### config.mk
export PLATFORM = sky130hd
export DESIGN_NAME = otp_mac_reader
export DESIGN_NICKNAME = d
export VERILOG_FILES = /design/src/rtl/otp_mac_pkg.sv /design/src/rtl/otp_bit_timer.sv /design/src/rtl/otp_mac_capture.sv /design/src/rtl/otp_mac_reader.sv
export SDC_FILE = /design/constraint.sdc
export NUM_CORES = 1
export LEC_CHECK = 0
export BUFFER_PORTS_ARGS = -buffer_cell sky130_fd_sc_hd__buf_2
export CAP_MARGIN = 20
export CORE_MARGIN = 5
export CORE_UTILIZATION = 45
export CTS_CLUSTER_DIAMETER = 200
export DETAILED_ROUTE_END_ITERATION = 8
export HOLD_SLACK_MARGIN = 0.12
export PLACE_DENSITY = 0.69
export SYNTH_ARGS = -nofsm -noshare
export SYNTH_HDL_FRONTEND = slang
export SYNTH_SLANG_ARGS = --single-unit
### constraint.sdc
create_clock -name clk -period 2.4 [get_ports clk]
set_input_delay 0.24 -clock clk [delete_from_list [all_inputs] [get_ports clk]]
set_output_delay 0.24 -clock clk [all_outputs]
set_load 0.03 [all_outputs]
### src/rtl/otp_mac_pkg.sv
package otp_mac_pkg;

    typedef enum logic [1:0] {
        ST_IDLE  = 2'd0,
        ST_GUARD = 2'd1,
        ST_SHIFT = 2'd2
    } rd_state_e;

    localparam int unsigned MAC_BITS    = 48;
    localparam int unsigned PREFIX_BITS = 24;
    localparam int unsigned CMD_BITS    = 32;
    localparam logic [7:0]  OTP_READ_OP = 8'h4B;

endpackage

### src/rtl/otp_bit_timer.sv
module otp_bit_timer #(
    parameter int unsigned DIV = 4
) (
    input  logic clk,
    input  logic rst,
    input  logic run,
    output logic sclk,
    output logic smp_stb,
    output logic end_stb
);
    localparam int unsigned DW = (DIV > 2) ? $clog2(DIV) : 1;
    localparam int unsigned LO = DIV / 2;

    typedef struct packed {
        logic [DW-1:0] div;
    } tmr_t;

    tmr_t tmr_d, tmr_q;

    always_comb begin
        tmr_d = tmr_q;
        if (!run) begin
            tmr_d.div = '0;
        end else if (tmr_q.div == DW'(DIV - 1)) begin
            tmr_d.div = '0;
        end else begin
            tmr_d.div = tmr_q.div + 1'b1;
        end
    end

    always_ff @(posedge clk) begin
        if (rst) begin
            tmr_q <= '{div: '0};
        end else begin
            tmr_q <= tmr_d;
        end
    end

    assign sclk    = run && (tmr_q.div >= DW'(LO));
    assign smp_stb = run && (tmr_q.div == DW'(LO));
    assign end_stb = run && (tmr_q.div == DW'(DIV - 1));


    sclk_low_phase_chk: assert property (@(posedge clk) disable iff (rst)
        (run && end_stb) |=> !sclk);

endmodule

### src/rtl/otp_mac_capture.sv
module otp_mac_capture
    import otp_mac_pkg::*;
#(
    parameter logic [PREFIX_BITS-1:0] OUI = 24'h00183E
) (
    input  logic                clk,
    input  logic                rst,
    input  logic                clear,
    input  logic                smp,
    input  logic                last,
    input  logic                miso,
    output logic [MAC_BITS-1:0] mac,
    output logic                oui_ok,
    output logic                valid
);
    typedef struct packed {
        logic [MAC_BITS-1:0] sr;
        logic [MAC_BITS-1:0] mac;
        logic                oui;
        logic                vld;
    } cap_t;

    cap_t cap_d, cap_q;
    logic [MAC_BITS-1:0] sr_next;

    always_comb begin
        cap_d     = cap_q;
        cap_d.vld = 1'b0;
        sr_next   = smp ? {cap_q.sr[MAC_BITS-2:0], miso} : cap_q.sr;
        cap_d.sr  = sr_next;
        if (clear) begin
            cap_d.sr  = '0;
            cap_d.mac = '0;
            cap_d.oui = 1'b0;
        end
        if (last) begin
            cap_d.mac = sr_next;
            cap_d.oui = (sr_next[MAC_BITS-1 -: PREFIX_BITS] == OUI);
            cap_d.vld = 1'b1;
        end
    end

    always_ff @(posedge clk) begin
        if (rst) begin
            cap_q <= '{sr: '0, mac: '0, oui: 1'b0, vld: 1'b0};
        end else begin
            cap_q <= cap_d;
        end
    end

    assign mac    = cap_q.mac;
    assign oui_ok = cap_q.oui;
    assign valid  = cap_q.vld;


    valid_single_chk: assert property (@(posedge clk) disable iff (rst)
        valid |=> !valid);


    oui_match_chk: assert property (@(posedge clk) disable iff (rst)
        oui_ok |-> (mac[MAC_BITS-1 -: PREFIX_BITS] == OUI));


    mac_hold_chk: assert property (@(posedge clk) disable iff (rst)
        (!last && !clear) |=> ($stable(mac) && $stable(oui_ok)));

endmodule

### src/rtl/otp_mac_reader.sv
module otp_mac_reader
    import otp_mac_pkg::*;
#(
    parameter int unsigned              DIV      = 4,
    parameter int unsigned              CS_IDLE  = 3,
    parameter int unsigned              DUMMY    = 8,
    parameter logic [23:0]              MAC_ADDR = 24'h000020,
    parameter logic [PREFIX_BITS-1:0]   OUI      = 24'h00183E
) (
    input  logic                clk,
    input  logic                rst,
    input  logic                start,
    input  logic                spi_miso,
    output logic                spi_cs_n,
    output logic                spi_sclk,
    output logic                spi_mosi,
    output logic                busy,
    output logic [MAC_BITS-1:0] mac,
    output logic                mac_valid,
    output logic                oui_ok
);
    localparam int unsigned DATA_START = CMD_BITS + DUMMY;
    localparam int unsigned FRAME_BITS = DATA_START + MAC_BITS;
    localparam int unsigned BW         = $clog2(FRAME_BITS);
    localparam int unsigned GW         = (CS_IDLE > 1) ? $clog2(CS_IDLE + 1) : 1;

    typedef struct packed {
        rd_state_e             st;
        logic [GW-1:0]         gcnt;
        logic [BW-1:0]         bidx;
        logic [CMD_BITS-1:0]   cmd_sr;
        logic                  launch;
    } ctl_t;

    ctl_t ctl_d, ctl_q;
    logic clear_res;
    logic run;
    logic smp_stb, end_stb;
    logic cap_smp, cap_last;

    always_comb begin
        ctl_d     = ctl_q;
        clear_res = 1'b0;
        unique case (ctl_q.st)
            ST_IDLE: begin
                if (start || ctl_q.launch) begin
                    ctl_d.st     = ST_GUARD;
                    ctl_d.gcnt   = '0;
                    ctl_d.launch = 1'b0;
                    clear_res    = 1'b1;
                end
            end
            ST_GUARD: begin
                if (ctl_q.gcnt == GW'(CS_IDLE - 1)) begin
                    ctl_d.st     = ST_SHIFT;
                    ctl_d.bidx   = '0;
                    ctl_d.cmd_sr = {OTP_READ_OP, MAC_ADDR};
                end else begin
                    ctl_d.gcnt = ctl_q.gcnt + 1'b1;
                end
            end
            ST_SHIFT: begin
                if (end_stb) begin
                    if (ctl_q.bidx == BW'(FRAME_BITS - 1)) begin
                        ctl_d.st = ST_IDLE;
                    end else begin
                        ctl_d.bidx   = ctl_q.bidx + 1'b1;
                        ctl_d.cmd_sr = {ctl_q.cmd_sr[CMD_BITS-2:0], 1'b0};
                    end
                end
            end
            default: ctl_d.st = ST_IDLE;
        endcase
    end

    always_ff @(posedge clk) begin
        if (rst) begin
            ctl_q <= '{st: ST_IDLE, gcnt: '0, bidx: '0, cmd_sr: '0, launch: 1'b1};
        end else begin
            ctl_q <= ctl_d;
        end
    end

    assign run      = (ctl_q.st == ST_SHIFT);
    assign spi_cs_n = !run;
    assign spi_mosi = run && ctl_q.cmd_sr[CMD_BITS-1];
    assign busy     = (ctl_q.st != ST_IDLE);
    assign cap_smp  = smp_stb && (ctl_q.bidx >= BW'(DATA_START));
    assign cap_last = end_stb && (ctl_q.bidx == BW'(FRAME_BITS - 1));

    otp_bit_timer #(.DIV(DIV)) u_timer (
        .clk     (clk),
        .rst     (rst),
        .run     (run),
        .sclk    (spi_sclk),
        .smp_stb (smp_stb),
        .end_stb (end_stb)
    );

    otp_mac_capture #(.OUI(OUI)) u_capture (
        .clk    (clk),
        .rst    (rst),
        .clear  (clear_res),
        .smp    (cap_smp),
        .last   (cap_last),
        .miso   (spi_miso),
        .mac    (mac),
        .oui_ok (oui_ok),
        .valid  (mac_valid)
    );


    reset_idle_chk: assert property (@(posedge clk)
        rst |=> (spi_cs_n && !spi_sclk && !busy && !mac_valid));


    busy_valid_excl_chk: assert property (@(posedge clk) disable iff (rst)
        mac_valid |-> !busy);


    cs_gap_chk: assert property (@(posedge clk) disable iff (rst)
        $fell(spi_cs_n) |-> ($past(spi_cs_n, 2) && busy));


    sclk_idle_chk: assert property (@(posedge clk) disable iff (rst)
        spi_cs_n |-> !spi_sclk);


    mosi_hold_chk: assert property (@(posedge clk) disable iff (rst)
        spi_sclk |-> $stable(spi_mosi));


    start_busy_chk: assert property (@(posedge clk) disable iff (rst)
        (busy && !spi_cs_n && !end_stb) |=> !spi_cs_n);

endmodule

==> impl_metrics.ini, run 1 <==
[critical_path]
slowest_stage = dfxtp_1
critPathLaunch = ctl_q[43]
rrSetupSlack_ns = 0.40
crit_buf_inv = 2
critical_path.endpoint_type = output pin
worstReg2RegStart = ctl_q[34]
cp_top_family = buffers and inverters
required_ns = 2.16
r2r_cells = 7
endpoint = spi_mosi
slowest_delay_ns = 0.45
cp.arrival_ns = 1.77
cp_num_cells = 4
path_class = flop to output pin
r2r-end = ctl_q[12]
worst-path-max-fanout = 25
path_cells = nor2b_4 > buf_4 > and2_1 > buf_2
start_kind = flop

[die]
rows = 40
fp.dieH_um = 119
dieArea_um2 = 14200
die_w_um = 119
core_um2 = 11900
initial_core_util_pct = 45.3
num_io_pins = 58

[routing]
drt-wirelength-per-cell_um = 13.4
wl_met3_um = 615
route.met2.wl_um = 5000
drt-total-wl_um = 10100
top_layer_used = met4
viasPerCell = 5.07
vias = 3796
wl_met1_um = 4350
drc_errors = 0
drt_pass1_iterations = 5
final_antenna_net_count = 0
drt-initial-drc-count = 209

[clock_network]
cts_buffer_depth = 2
post_cts_buffers = 0
cts_resized = 0
cts_tree = done
h-tree-depth = 4
root_buffer = clkbuf_16
cts_hold_buf = 2
clock-sinks = 139
insertion_delay_ns = 0.41
numCtsBuffers = 17
path_clk_slew_ns = 0.05

[outcome]
outcome = completed

[timing]
worst_pin_slew_ns = 0.602
tns_ns = 0
drv_slew = 0
max_slew_margin_pct = 59.4
rsz0062_at_grt = no
setup_ws_ns = 0.393
worst_clock_skew_ns = 0.00828
fin_crit_sh_pct = 83.6
hold_viol = 0
finalSetupViolCount = 0
whs_ns = 0.227
min_period_ns = 2.01
max_freq_mhz = 498

[layout]
n_antenna_cell = 0
fin_util_pct = 51.1
layout-drive-gt1-share_pct = 17.4
area_growth_pct = 12.7
final_nets = 598
layout.cells.non_filler = 749
fin_area_um2 = 6060

[pwr]
p_sw_share_pct = 20.1
peakVddDrop_mv = 0.443
p_int_mw = 4.14
seqPwrFrac_pct = 44.9
p_clk_share_pct = 52.9
power_mw = 5.18
power_switching_mw = 1.04
p_comb_share_pct = 2.2
leakagePower_nw = 2.64
cellPowerDensity_nw_per_um2 = 855

[min_path]
min_path_cells = 4
hp-class = primary input to flop

[grt]
grt_max_degree = 50
grt_overflow = 0
grt_pass1_wl_um = 17200
grt_pass1_vias = 3693
gr-usage-all-layers_pct = 14.8
antenna_found_initial = 0

[yosys]
synth-seq-cells = 139
yosys_warnings = 0
synth_top_area_share_pct = 51.8
synth_nets = 593
synth.distinct_cells = 42
ys_top_cells_by_area = dfxtp_1 (52%), mux2i_1 (9.1%), buf_4 (7.0%)
ys_seq_area_share_pct = 51.8
syn_avg_cell_area_um2 = 9.21
synth_largest_area_cell = dfxtp_1
synth_area_um2 = 5380
synthCells = 584

[place]
hpwl_um = 6650
pre_cts_slack_ns = 0.398
gp_congestion = 0.820
placedCellCount = 715
io_buffers = 57
placed_area_um2 = 5410

[flow_run]
maxCapViolations = 0
-- cell usage in the layout, fill, tap and decap left out, types with 3 or more instances in the layout --
master / n
o21ai_1: 3
a21oi_1: 29
buf_2: 57
xor2_1: 4
inv_1: 7
clkbuf_16: 17
bufinv_16: 4
nor4_1: 4
nor2_1: 65
buf_4: 8
nand2_1: 75
dfxtp_1: 139
ha_1: 5
clkinv_2: 3
mux2i_1: 49
nand3_1: 25
o21ai_0: 52
nor3_1: 11
or3_1: 3
-- power by group through the flow --
stage | Combinational (mW) | Clock [mW] | Sequential [mW]
after floorplan | 0.0844 | 0 | 2.37
after global placement | 0.109 | 0 | 2.37
after detailed placement | 0.112 | 0 | 2.38
after CTS | 0.115 | 2.77 | 2.33
after global routing | 0.127 | 2.88 | 2.33
final | 0.113 | 2.74 | 2.33
-- how the worst min path moves through the flow --
stage,startpoint,slack [ns],to
after global placement,u_capture.mac[25],0.43,u_capture.mac[25]
after global routing,start,0.24,ctl_q[42]
after CTS,start,0.21,ctl_q[40]
final,start,0.23,ctl_q[40]
after floorplan,spi_miso,0.40,u_capture.cap_q[50]
after detailed placement,u_capture.mac[40],0.44,u_capture.mac[40]
-- routing by layer --
metal / global-route usage, % / vias to the layer above
met1: 16.9 / 1782
li1: - / 1927
met5: 0 / -
met4: 5.65 / 0
met3: 5.94 / 13
met2: 25.0 / 74
-- logic make-up (layout without fill, tap and decap cells) --
kind of cell	after synthesis	in the layout	share of synthesized area, %
AND/OR/NAND/NOR	200	200	16.4
flip-flops	139	139	51.8
AO/OA/AOI/OAI	96	96	10.0
buffers and inverters	91	109	10.9
multiplexers	49	49	9.12
adder cells (fa/ha/maj)	5	5	1.16
XOR/XNOR	4	4	0.652
-- cell type report --
class	instances	area [µm²]
clock buffers	21	460
inverters	8	30.0
well taps	147	184
clock inverters	11	168
multi-input cells	354	2030
fillers	1082	5800
repair buffers	69	405
flip-flops and latches	139	2780
-- state kept, by name, summed over array words and instances, names as in the netlist --
register          count
u_capture.valid       1
u_timer.tmr_q         2
ctl_q                39
u_capture.oui_ok      1
u_capture.cap_q      48
u_capture.mac        48
-- synth_stat cells (all sizes together) --
cell type  instances
nand4              2
nor4               4
o21a               1
o21ai             56
mux2i             49
buf               69
or4                1
clkbuf            14
nand2b             2
a21oi             29
nor2b              1
and3               2
or2                2
o211ai             1
nor4bb             2
o22ai              1
xor2               4
o221ai             1
a22o               1
o2111ai            2
a211oi             1
nor2              65
nand3             25
inv                8
nor3              12
ha                 5
o21ba              1
or3                3
a21o               1
nand2             75
dfxtp            139
nor4b              2
a311oi             1
and2               2
-- worst reg2reg max path, delay by kind of cell (launching register included) --
kind	cells	cell delay, ns
AO/OA/AOI/OAI	2	0.56
AND/OR/NAND/NOR	3	0.55
flip-flops	1	0.33
buffers and inverters	1	0.27
adder cells (fa/ha/maj)	1	0.22
(Power assumes the default switching activity.)
==> run 2: changes to the inputs <==
==> constraint.sdc (replaced) <==
create_clock -name clk -period 1.91 [get_ports clk]
set_input_delay 0.191 -clock clk [delete_from_list [all_inputs] [get_ports clk]]
set_output_delay 0.191 -clock clk [all_outputs]
set_load 0.03 [all_outputs]
==> run 2 against run 1 <==
Net effect:
- clock skew down 0.0022 ns
- cell area up 0.66%
- combinational power rose by 34%
- first-iteration DRC count up 17%
- critical path depth is 2 higher
- utilization increased by 0.34 points
- global-route usage barely moved
- setup slack got worse by 0.30 ns
- sequential share of layout area decreased by 0.28 points
- largest power group unchanged
- highest routed layer unchanged
==> impl_metrics.ini, run 2 (synthesis gave the netlist of run 1 again) <==
[clock_network]
path_clk_slew_ns = 0.05
insertion_delay_ns = 0.41
cts_tree = done
numCtsBuffers = 17
root_buffer = clkbuf_16
h-tree-depth = 4
clock-sinks = 139
cts_buffer_depth = 2

[pwr]
power_mw = 6.23
cellPowerDensity_nw_per_um2 = 1020
peakVddDrop_mv = 0.490
leakagePower_nw = 2.65

[place]
pre_cts_slack_ns = -0.00744
hpwl_um = 6920
gp_congestion = 0.802
placed_area_um2 = 5460
io_buffers = 57

[routing]
final_antenna_net_count = 0
viasPerCell = 5.08
drt-initial-drc-count = 245
drt-wirelength-per-cell_um = 13.6
drt_pass1_iterations = 4
drc_errors = 0
vias = 3843
drt-total-wl_um = 10300

[timing]
worst_pin_slew_ns = 0.498
worst_clock_skew_ns = 0.00604
min_period_ns = 1.82
fin_crit_sh_pct = 95.2
drv_slew = 0
max_slew_margin_pct = 66.8
setup_ws_ns = 0.0919
max_freq_mhz = 550
finalSetupViolCount = 0
hold_viol = 0
tns_ns = 0

[layout]
layout-drive-gt1-share_pct = 19.7
final_nets = 606
n_antenna_cell = 0
area_growth_pct = 13.4
final_common_cell = dfxtp_1
filler_cell_count = 1087
layout_common_cells = dfxtp_1 (138), nand2_1 (75), nor2_1 (64)
fin_area_um2 = 6100
fin_util_pct = 51.4

[critical_path]
worst-path-max-fanout = 24
start_kind = flop
critical_path.endpoint_type = flop
cp.arrival_ns = 2.14
path_class = flop to flop
required_ns = 2.24

[die]
num_io_pins = 58
fp.dieH_um = 119
dieArea_um2 = 14200
core_um2 = 11900
rows = 40
initial_core_util_pct = 45.3
die_w_um = 119

[grt]
antenna_found_initial = 0
grt_pass1_wl_um = 17400
gr-usage-all-layers_pct = 14.8
grt_max_degree = 49
grt_pass1_vias = 3735
grt_overflow = 0

[flow_run]
maxCapViolations = 0

[min_path]
hp-class = primary input to flop

[outcome]
outcome = completed
[run 2: cell count changes in the layout (fill, tap and decap cells not counted), moves of 2 or more]
cell	previous run	this run
buf_4	8	15
buf_6	0	2
bufinv_16	4	2
o21ai_0	52	44
o21ai_1	3	11
[run 2: through the flow]
step                      instances  hold WS [ns]
after floorplan                 584         0.349
after global placement          722         0.430
after detailed placement        722         0.439
after CTS                       755         0.126
after global routing            757         0.160
final                           757         0.144
[run 2: final timing paths]
path / start / endpoint / slack [ns] / depth (start not counted)
min reg2reg: u_capture.mac[39] / u_capture.mac[39] / 0.44 / 2
min: rst / ctl_q[43] / 0.14 / 2
max: ctl_q[33] / u_capture.mac[41] / 0.09 / 6
max reg2reg: ctl_q[33] / u_capture.mac[41] / 0.09 / 6
[run 2: worst max-delay path: stages (launching register included)]
cell	delay [ns]
dfxtp_1	0.35
ha_2	0.20
and3_4	0.22
nand4_1	0.17
or3_4	0.40
buf_4	0.22
o21ai_0	0.19
[run 2: area by class of cell]
type | count | area (µm²) | share of cell area (%)
clock buffer | 21 | 460 | 7.55
clock inverter | 11 | 120 | 1.97
inverter | 8 | 30.0 | 0.493
multi-input combinational | 354 | 2050 | 33.6
sequential | 139 | 2780 | 45.7
tap | 147 | 184 | 3.02
timing repair buffer | 77 | 470 | 7.72
[run 2: layer usage]
layer	wire [µm]	vias to the layer above	GRT usage [%]
met5	0	-	0
met4	197	0	5.94
met3	537	22	5.18
met2	4980	83	24.2
met1	4580	1798	17.7
li1	-	1940	-
[run 2: repair_timing]
action,in CTS,in global routing
buffers inserted,0,2
setup endpoints to repair,6,73
cloned,0,0
hold buffers,1,0
endpoints found under the hold margin,2,0
resized for setup,2,15
[run 2: where the power goes]
part / internal, mW / switching (mW)
clock: 1.98 / 1.18
combinational: 0.0401 / 0.110
sequential: 2.91 / 0.0107
total: 4.93 / 1.30
==> run 3: changes to the inputs <==
--- a/config.mk
+++ b/config.mk
@@ -12,7 +12,8 @@
 export CTS_CLUSTER_DIAMETER = 200
 export DETAILED_ROUTE_END_ITERATION = 8
 export HOLD_SLACK_MARGIN = 0.12
-export PLACE_DENSITY = 0.69
+export PLACE_DENSITY = 0.68
 export SYNTH_ARGS = -nofsm -noshare
 export SYNTH_HDL_FRONTEND = slang
+export SYNTH_HIERARCHICAL = 1
 export SYNTH_SLANG_ARGS = --single-unit
==> run 3 against run 2 <==
Net effect:
- worst hold slack improved by 0.28 ns
- synthesized cell count up 2.2%
- clock skew grew 0.0044 ns
- final cell count grew 4.8%
- setup slack improved by 0.030 ns
- area after synthesis is 3.7% higher
- via count rose by 7.2%
- cell area rose by 6.5%
- critical endpoint is now u_capture/cap_q[97]
- sequential power about the same
- non-clock buffer count rose by 7
==> impl_metrics.ini, run 3 <==
[outcome]
outcome = completed

[yosys]
synth_largest_area_cell = dfxtp_1
synth-async-reset-ratio_pct = 0
yosys_warnings = 6
synth_flop_cell = dfxtp_1
ys_seq_area_share_pct = 49.9
synth.distinct_cells = 44
synth-seq-cells = 139
synth_enable_flop_cells = 0
syn_avg_cell_area_um2 = 9.33
synth_nets = 606
synth_top_area_share_pct = 49.9
synthCells = 597
synth_area_um2 = 5570
yosys-top-cells-count = dfxtp_1 (139), nor2_1 (60), buf_4 (54), nand2_1 (54), mux2i_1 (46)
synth.most_common_cell = dfxtp_1
ys_top_cells_by_area = dfxtp_1 (50%), mux2i_1 (8.3%), buf_4 (7.3%)

[routing]
viasPerCell = 5.19
wl_met3_um = 479
route.met2.wl_um = 5870
vias = 4119
drc_errors = 0
wl_met1_um = 5060
drt-initial-drc-count = 334
top_layer_used = met4
drt-total-wl_um = 11600
drt_pass1_iterations = 5
drt-wirelength-per-cell_um = 14.6
final_antenna_net_count = 0

[clock_network]
insertion_delay_ns = 0.41
clock-sinks = 139
numCtsBuffers = 17
cts_tree = done
h-tree-depth = 4
path_clk_slew_ns = 0.06
cts_buffer_depth = 2
root_buffer = clkbuf_16

[die]
initial_core_util_pct = 46.2
num_io_pins = 58
core_um2 = 12100
dieArea_um2 = 14700
rows = 40
fp.dieH_um = 121
die_w_um = 121

[critical_path]
path_cells = or2_2 > nor2_1 > or2_1 > buf_4 > nor2_1
crit_buf_inv = 1
critPathLaunch = ctl_q[42]
critical_path.endpoint_type = flop
start_kind = flop
required_ns = 2.20
slowest_delay_ns = 0.36
cp.arrival_ns = 2.07
critical_path.most_common_cell = nor2_1
path_class = flop to flop
slowest_stage = or2_2
worst-path-max-fanout = 25
worstReg2RegStart = ctl_q[42]
cp_top_family = simple AND/OR/NAND/NOR gates

[layout]
layout-drive-gt1-share_pct = 21.3
filler_cell_count = 1070
n_antenna_cell = 0
final_nets = 621
final_common_cell = dfxtp_1
layout_common_cells = dfxtp_1 (138), nor2_1 (60), buf_2 (57)
layout.cells.non_filler = 793
area_growth_pct = 16.5

[grt]
grt_pass1_vias = 3923
grt_overflow = 0
grt_pass1_wl_um = 18800
antenna_found_initial = 0
grt_max_degree = 35
gr-usage-all-layers_pct = 15.9

[flow_run]
maxCapViolations = 0

[pwr]
power_switching_mw = 1.30
leakagePower_nw = 2.43
power_mw = 6.74
cellPowerDensity_nw_per_um2 = 1040
p_int_mw = 5.44
p_sw_share_pct = 19.3
p_comb_share_pct = 2.4
peakVddDrop_mv = 0.745
p_clk_share_pct = 54.3
seqPwrFrac_pct = 43.3

[place]
pre_cts_slack_ns = 0.0315
io_buffers = 57
gp_congestion = 0.866
placedCellCount = 757
hpwl_um = 7690

[timing]
max_freq_mhz = 559
finalSetupViolCount = 0
drv_slew = 0
worst_clock_skew_ns = 0.0104
worst_pin_slew_ns = 0.579
fin_crit_sh_pct = 93.6
max_slew_margin_pct = 61.1
whs_ns = 0.420
setup_ws_ns = 0.122
min_period_ns = 1.79
hold_viol = 0

[min_path]
min_from = u_timer/tmr_q[0]
hp-class = flop to flop
[run 3: cell types whose count changed after synthesis, moves of 4 or more]
cell,previous run,this run
nor2_1,65,60
nor3_1,11,5
xor2_1,4,0
nand2_1,75,54
buf_4,50,54
o21ai_0,52,42
buf_1,4,0
a211oi_1,1,5
buf_2,10,16
o211ai_2,1,9
o211ai_1,0,16
a31oi_1,0,5
nand3_1,25,31
[run 3: cells by family after synthesis]
logic type / share of synthesized area (%)
mux: 8.46
fa+ha+maj: 1.12
buf+inv: 10.7
simple gates: 15.9
compound gates: 13.9
flops: 49.9
[run 3: through the flow]
step                      instance area [µm²]  setup TNS, ns  utilization (%)
final                                    6490              0             53.8
after global routing                     6490        -0.0106             53.8
after CTS                                6440              0             53.4
after detailed placement                 5730              0             47.5
after global placement                   5730              0             47.5
after floorplan                          5580         -0.184                -
[run 3: layout make-up]
| class | instances | area, µm² | area share (%) |
|---|---|---|---|
| timing repair buffer | 84 | 561 | 8.63 |
| multi-input combinational | 364 | 2250 | 34.7 |
| tap | 168 | 210 | 3.24 |
| clock inverter | 12 | 219 | 3.37 |
| clock buffer | 20 | 447 | 6.88 |
| sequential | 139 | 2780 | 42.9 |
| inverter | 6 | 22.5 | 0.347 |
[run 3: per-layer routing]
layer	track usage, %	vias up
met2	27.2	88
li1	-	2057
met3	4.38	18
met4	6.37	0
met5	0	-
met1	18.7	1956
[run 3: worst paths after layout]
check,end,slack (ns),depth (start not counted)
setup / recovery,u_capture/cap_q[97],0.12,5
setup reg to reg,u_capture/cap_q[97],0.12,5
hold / removal,u_timer/tmr_q[0],0.42,1
hold reg to reg,u_timer/tmr_q[0],0.42,1
[run 3: timing repair]
| action | CTS | global route |
|---|---|---|
| hold buffers | 3 | 0 |
| hold endpoints to repair | 11 | 0 |
| setup endpoints to repair | 2 | 43 |
| buffers inserted | 0 | 1 |
| pin swaps | 0 | 2 |
| resized for setup | 4 | 8 |
[run 3: power by group through the flow]
stage	Combinational [mW]	Clock (mW)	Sequential, mW
final	0.160	3.66	2.92
after detailed placement	0.153	0	2.98
after CTS	0.159	3.72	2.92
after global placement	0.149	0	2.98
after floorplan	0.105	0	2.98
after global routing	0.173	3.85	2.92
